`src/rtl/ssg_pkg.sv`:
```
package ssg_pkg;

  typedef enum logic {
    EDGE_FALL = 1'b0,
    EDGE_RISE = 1'b1
  } edge_sel_e;

  // True when the current/previous pair forms the selected transition.
  function automatic logic edge_match(input logic rise, input logic cur, input logic prev);
    return rise ? (cur & ~prev) : (~cur & prev);
  endfunction

  // True in the last high cycle of a level whose next value is known.
  function automatic logic last_high(input logic now, input logic nxt);
    return now & ~nxt;
  endfunction

endpackage

```
`src/rtl/ssg_sync.sv`:
```
module ssg_sync #(
  parameter int unsigned STAGES = 2
) (
  input  logic clk_i,
  input  logic rst_ni,
  input  logic async_i,
  output logic sync_o
);

  logic [STAGES-1:0] chain_q;

  always_ff @(posedge clk_i or negedge rst_ni) begin
    if (!rst_ni) chain_q[0] <= 1'b0;
    else         chain_q[0] <= async_i;
  end

  for (genvar g = 1; g < STAGES; g++) begin : g_stage
    always_ff @(posedge clk_i or negedge rst_ni) begin
      if (!rst_ni) chain_q[g] <= 1'b0;
      else         chain_q[g] <= chain_q[g-1];
    end
  end

  assign sync_o = chain_q[STAGES-1];

endmodule

```
`src/rtl/ssg_edge_pick.sv`:
```
module ssg_edge_pick
  import ssg_pkg::*;
(
  input  logic clk_i,
  input  logic rst_ni,
  input  logic det_en_i,
  input  logic rise_i,
  input  logic level_i,
  output logic hit_o
);

  logic prev_q;

  always_ff @(posedge clk_i or negedge rst_ni) begin
    if (!rst_ni) prev_q <= 1'b0;
    else         prev_q <= level_i;
  end

  assign hit_o = det_en_i & edge_match(rise_i, level_i, prev_q);

  // Same-polarity transitions cannot occur on two consecutive cycles.
  assert_sel_edge_spacing_R3: assert property (@(posedge clk_i) disable iff (!rst_ni)
    hit_o |=> (!hit_o || (rise_i != $past(rise_i))));

endmodule

```
`src/rtl/ssg_delay.sv`:
```
module ssg_delay #(
  parameter int unsigned DLY_W = 3
) (
  input  logic             clk_i,
  input  logic             rst_ni,
  input  logic             det_en_i,
  input  logic             edge_hit_i,
  input  logic [DLY_W-1:0] dly_i,
  output logic             fire_o
);

  localparam logic [DLY_W-1:0] CNT_ONE  = DLY_W'(1);
  localparam logic [DLY_W-1:0] CNT_ZERO = '0;

  logic             pending_q;
  logic [DLY_W-1:0] cnt_q;
  logic             expire;

  assign expire = pending_q && (cnt_q == CNT_ONE);

  // A fresh edge takes precedence over an expiring earlier one.
  always_comb begin
    if (!det_en_i)       fire_o = 1'b0;
    else if (edge_hit_i) fire_o = (dly_i == CNT_ZERO);
    else                 fire_o = expire;
  end

  always_ff @(posedge clk_i or negedge rst_ni) begin
    if (!rst_ni) begin
      pending_q <= 1'b0;
      cnt_q     <= '0;
    end else if (!det_en_i) begin
      pending_q <= 1'b0;
    end else if (edge_hit_i) begin
      pending_q <= (dly_i != CNT_ZERO);
      cnt_q     <= dly_i;
    end else if (expire) begin
      pending_q <= 1'b0;
    end else if (pending_q) begin
      cnt_q     <= cnt_q - CNT_ONE;
    end
  end

  assert_restart_load_R7: assert property (@(posedge clk_i) disable iff (!rst_ni)
    (det_en_i && edge_hit_i && (dly_i != CNT_ZERO)) |=> (pending_q && (cnt_q == $past(dly_i))));

  assert_countdown_R5: assert property (@(posedge clk_i) disable iff (!rst_ni)
    (det_en_i && pending_q && !edge_hit_i && (cnt_q != CNT_ONE))
      |=> (pending_q && (cnt_q == $past(cnt_q) - CNT_ONE)));

  assert_disable_drops_R9: assert property (@(posedge clk_i) disable iff (!rst_ni)
    !det_en_i |=> !pending_q);

endmodule

```
`src/rtl/ssg_out.sv`:
```
module ssg_out
  import ssg_pkg::*;
(
  input  logic clk_i,
  input  logic rst_ni,
  input  logic det_en_i,
  input  logic fire_i,
  input  logic pin_sync_i,
  output logic strobe_o,
  output logic sample_en_o
);

  logic strobe_d, strobe_q, samp_q;

  assign strobe_d = det_en_i ? fire_i : pin_sync_i;

  always_ff @(posedge clk_i or negedge rst_ni) begin
    if (!rst_ni) begin
      strobe_q <= 1'b0;
      samp_q   <= 1'b0;
    end else begin
      strobe_q <= strobe_d;
      samp_q   <= last_high(strobe_q, strobe_d);
    end
  end

  assign strobe_o    = strobe_q;
  assign sample_en_o = samp_q;

  assert_samp_follows_R8: assert property (@(posedge clk_i) disable iff (!rst_ni)
    $fell(strobe_q) |-> samp_q);

  assert_samp_cause_R8: assert property (@(posedge clk_i) disable iff (!rst_ni)
    samp_q |-> ($past(strobe_q) && !strobe_q));

endmodule

```
`src/rtl/sample_strobe_gen.sv`:
```
module sample_strobe_gen #(
  parameter int unsigned SYNC_STAGES = 2,
  parameter int unsigned DLY_W       = 3
) (
  input  logic             clk_i,
  input  logic             rst_ni,
  input  logic             sync_pin_i,
  input  logic             det_en_i,
  input  logic             edge_rise_i,
  input  logic [DLY_W-1:0] dly_i,
  output logic             strobe_o,
  output logic             sample_en_o
);

  logic pin_sync;
  logic edge_hit;
  logic fire;

  ssg_sync #(.STAGES(SYNC_STAGES)) u_sync (
    .clk_i   (clk_i),
    .rst_ni  (rst_ni),
    .async_i (sync_pin_i),
    .sync_o  (pin_sync)
  );

  ssg_edge_pick u_edge (
    .clk_i    (clk_i),
    .rst_ni   (rst_ni),
    .det_en_i (det_en_i),
    .rise_i   (edge_rise_i),
    .level_i  (pin_sync),
    .hit_o    (edge_hit)
  );

  ssg_delay #(.DLY_W(DLY_W)) u_delay (
    .clk_i      (clk_i),
    .rst_ni     (rst_ni),
    .det_en_i   (det_en_i),
    .edge_hit_i (edge_hit),
    .dly_i      (dly_i),
    .fire_o     (fire)
  );

  ssg_out u_out (
    .clk_i       (clk_i),
    .rst_ni      (rst_ni),
    .det_en_i    (det_en_i),
    .fire_i      (fire),
    .pin_sync_i  (pin_sync),
    .strobe_o    (strobe_o),
    .sample_en_o (sample_en_o)
  );

  assert_zero_delay_R5: assert property (@(posedge clk_i) disable iff (!rst_ni)
    (det_en_i && edge_hit && (dly_i == '0)) |=> strobe_o);

  assert_detect_width_R6: assert property (@(posedge clk_i) disable iff (!rst_ni)
    (det_en_i && edge_hit && (dly_i == '0)) |=> ##1 (!strobe_o || $past(det_en_i) == 1'b0 || det_en_i == 1'b0 || $past(edge_hit)));

endmodule

```
`config.mk`:
```
export PLATFORM = sky130hd
export DESIGN_NAME = sample_strobe_gen
export DESIGN_NICKNAME = d
export VERILOG_FILES = /design/src/rtl/ssg_pkg.sv /design/src/rtl/ssg_sync.sv /design/src/rtl/ssg_edge_pick.sv /design/src/rtl/ssg_delay.sv /design/src/rtl/ssg_out.sv /design/src/rtl/sample_strobe_gen.sv
export SDC_FILE = /design/constraint.sdc
export NUM_CORES = 1
export LEC_CHECK = 0
export BUFFER_PORTS_ARGS = -buffer_cell sky130_fd_sc_hd__buf_2
export CAP_MARGIN = 0
export CORE_AREA = 8 8 45 47
export DETAILED_ROUTE_END_ITERATION = 6
export DIE_AREA = 0 0 53 55
export PLACE_DENSITY = 0.51
export SYNTH_ARGS = -nofsm -noshare
export SYNTH_HDL_FRONTEND = slang
export SYNTH_SLANG_ARGS = --single-unit
```
`constraint.sdc`:
```
create_clock -name clk_i -period 2.1 [get_ports clk_i]
set_input_delay 0 -clock clk_i [delete_from_list [all_inputs] [get_ports clk_i]]
set_output_delay 0 -clock clk_i [all_outputs]
set_load 0.01 [all_outputs]
```
==> results.ini <==
[run_status]
run_status = completed

[clock_network]
htree_levels = 1
clock_latency_ns = 0.25
cts_sinks = 9
root_buffer = clkbuf_4
cts_buffer_depth = 2
cts_tree = built
postCtsSetupBuffers = 0
clk_pin_slew_ns = 0.06
numCtsBuffers = 3

[worst_setup_path]
cpPeakStageDelay_ns = 0.36
rr_endpoint = u_delay.cnt_q[1]
regToRegSetupSlack_ns = 0.72
worstSetupStartpointType = flop
critPathTopFamily = multiplexers
end_kind = flop
path_buf_inv = 1
worst_path_max_delay_cell = dfrtp_1
path_max_fanout = 3
worstPathArrival_ns = 1.51
cp_data_required_time_ns = 2.24
path_cells = inv_1 -> ha_1 -> nor2b_2 -> nor2_4 -> mux2i_1 -> mux2_2
worst-setup-path-type = reg2reg
rr_worst_depth = 6
reg2reg_from = u_delay.cnt_q[1]

[die]
ios = 10
die_w_um = 53
start_util_pct = 31.01
row_count = 14
core_um2 = 1384
design.die.area_um2 = 2915
dieHeight_um = 55

[synthesis]
syn_avg_cell_area_um2 = 11.92
ys_ff_latch = 9
syn_inst = 36
synth_cell_type_count = 19
synthesis.area_um2 = 429.2
yosys.area.top_type = dfrtp_1
synth_top_area_share_pct = 52.48
syn-num-nets = 46
synth.area.top_cells = dfrtp_1 (52%), ha_1 (5.8%), mux2_2 (5.2%)
yosys_warnings = 0
ys_seq_area_share_pct = 52.48

[placed_design]
dp_hpwl_um = 591.5
portBuffers = 9
dpl_cell_area_um2 = 494.2
gp_congestion = 0.7112

[timing]
post-route-period-util_pct = 65.54
finalHoldViolCount = 0
drv_slew = 0
fin_worst_skew_ns = 0.002380
setup_tns_ns = 0
slew_headroom_pct = 84.86
max_freq_mhz = 726.5
rsz0062_at_grt = false
period_needed_ns = 1.376
tightest_slew_ns = 0.2265
setup_viol = 0

[worst_hold_path]
hold_path_class = in2async

[pwr]
p_leak_nw = 0.2589
ir_worst_vdd_mv = 0.4393
power_density_nw_per_um2 = 887.7

[drt]
dr_total_vias = 301
drc_errors = 0
dr.pass1.iters = 1
postRouteAntennaNets = 0
routed_wl_um = 780
drt_iter0_markers = 0
vias_per_cell = 4.300
wl_per_cell_um = 11.14

[cells_and_area]
num_antenna_cells = 0
final_area_um2 = 570.5
fill_cells = 141
seq_area_um2 = 225.2
syn2layout_area_growth_pct = 32.94
final_net_count = 65
multi_input_area_um2 = 192.7
drive_gt1_share_pct = 33.33

[global_routing]
track_usage_pct = 6.161
grt_pass1_wl_um = 1248
antenna_found_initial = 0
grt-ovfl-total = 0
grt_pass1_vias = 314
grt_max_degree = 10

[run]
maxCapViolations = 0

[layer usage]
layer  track usage, %  vias to the layer above  part of all wire [%]  wire (µm)
met5                0                        -                     0          0
met4            5.172                        0                  0.77          6
met3            1.872                        2                   4.2         33
met2            9.961                        5                    50        390
met1            6.502                      135                    45        349
li1                 -                      159                     -          -
[worst max-delay path by stage]
stage                     startpoint                 to  cells after the start
floorplan           u_delay.cnt_q[1]   u_delay.cnt_q[1]                      6
global placement    u_delay.cnt_q[0]   u_delay.cnt_q[1]                      5
detailed placement  u_delay.cnt_q[1]   u_delay.cnt_q[1]                      6
CTS                 u_delay.cnt_q[1]   u_delay.cnt_q[1]                      6
global route        u_delay.cnt_q[1]  u_out.sample_en_o                      6
finish              u_delay.cnt_q[1]   u_delay.cnt_q[1]                      6
[kinds of logic after synthesis]
| family | count (synthesis) | share of synthesized area [%] |
|---|---|---|
| AO/OA/AOI/OAI | 4 | 5.539 |
| XOR/XNOR | 2 | 4.082 |
| adder cells (fa/ha/maj) | 2 | 5.830 |
| buffers and inverters | 3 | 2.624 |
| flip-flops | 9 | 52.48 |
| multiplexers | 3 | 7.580 |
| AND/OR/NAND/NOR | 13 | 21.87 |
[what timing repair did]
item / CTS / global route
hold buffers: 5 / 0
gates resized for setup: 0 / 0
hold endpoints to repair: 13 / 0
[Yosys cell counts]
master,number
nand2_2,1
o21ai_1,1
xnor2_1,2
nand3_1,1
mux2i_1,1
inv_1,3
ha_1,2
mux2_2,2
nor2_4,1
nor3b_2,1
nand2_1,3
nor2b_1,2
nand4bb_1,1
dfrtp_1,9
nor2b_2,1
a32oi_1,1
or3_1,1
nand4b_1,1
o21ai_0,2
[stage by stage]
stage	hold slack, ns	utilization [%]	setup WS [ns]	std cells	total power [mW]
4_1_cts	0.1021	41.23	0.7085	70	0.5178
3_5_place_dp	-0.1420	35.71	0.7213	61	0.3797
2_1_floorplan	-0.2956	-	0.8096	36	0.3395
6_report	0.1064	41.23	0.7236	70	0.5065
3_3_place_gp	-0.1421	35.71	0.7070	61	0.3776
5_1_grt	0.1252	41.23	0.5946	70	0.5413
[report_power, final]
part | internal, mW | switching [mW] | total, mW
Clock | 0.0728 | 0.0534 | 0.126
Combinational | 0.0762 | 0.0664 | 0.143
Sequential | 0.212 | 0.0256 | 0.238
[layout by cell type (no fill, tap or decap), types with 2 or more instances in the layout]
cell,Yosys,routed
buf_2,0,9
clkbuf_4,0,3
dfrtp_1,9,9
dlygate4sd3_1,0,5
ha_1,2,2
inv_1,3,3
mux2_2,2,2
nand2_1,3,3
nor2b_1,2,2
o21ai_0,2,2
xnor2_1,2,2
[worst register-to-register path: cells and delay by family (launching register included)]
family	cells	cell delay, ns
and+or+nand+nor	2	0.31
adders and majority gates	1	0.15
muxes	2	0.37
buffers and inverters	1	0.08
DFF	1	0.36
[registers in the layout, indices dropped and copies added, names as in the netlist]
register / flops
u_sync.sync_o: 1
u_out.strobe_o: 1
u_sync.chain_q: 1
u_delay.pending_q: 1
u_delay.cnt_q: 3
u_edge.prev_q: 1
u_out.sample_en_o: 1
[area by class of cell]
type	count	area share, %
Multi-Input combinational cell	24	33.77
Sequential cell	9	39.47
Inverter	3	1.974
Tap cell	16	3.509
Clock buffer	4	4.605
Timing Repair Buffer	14	16.67
(Power assumes the default switching activity.)
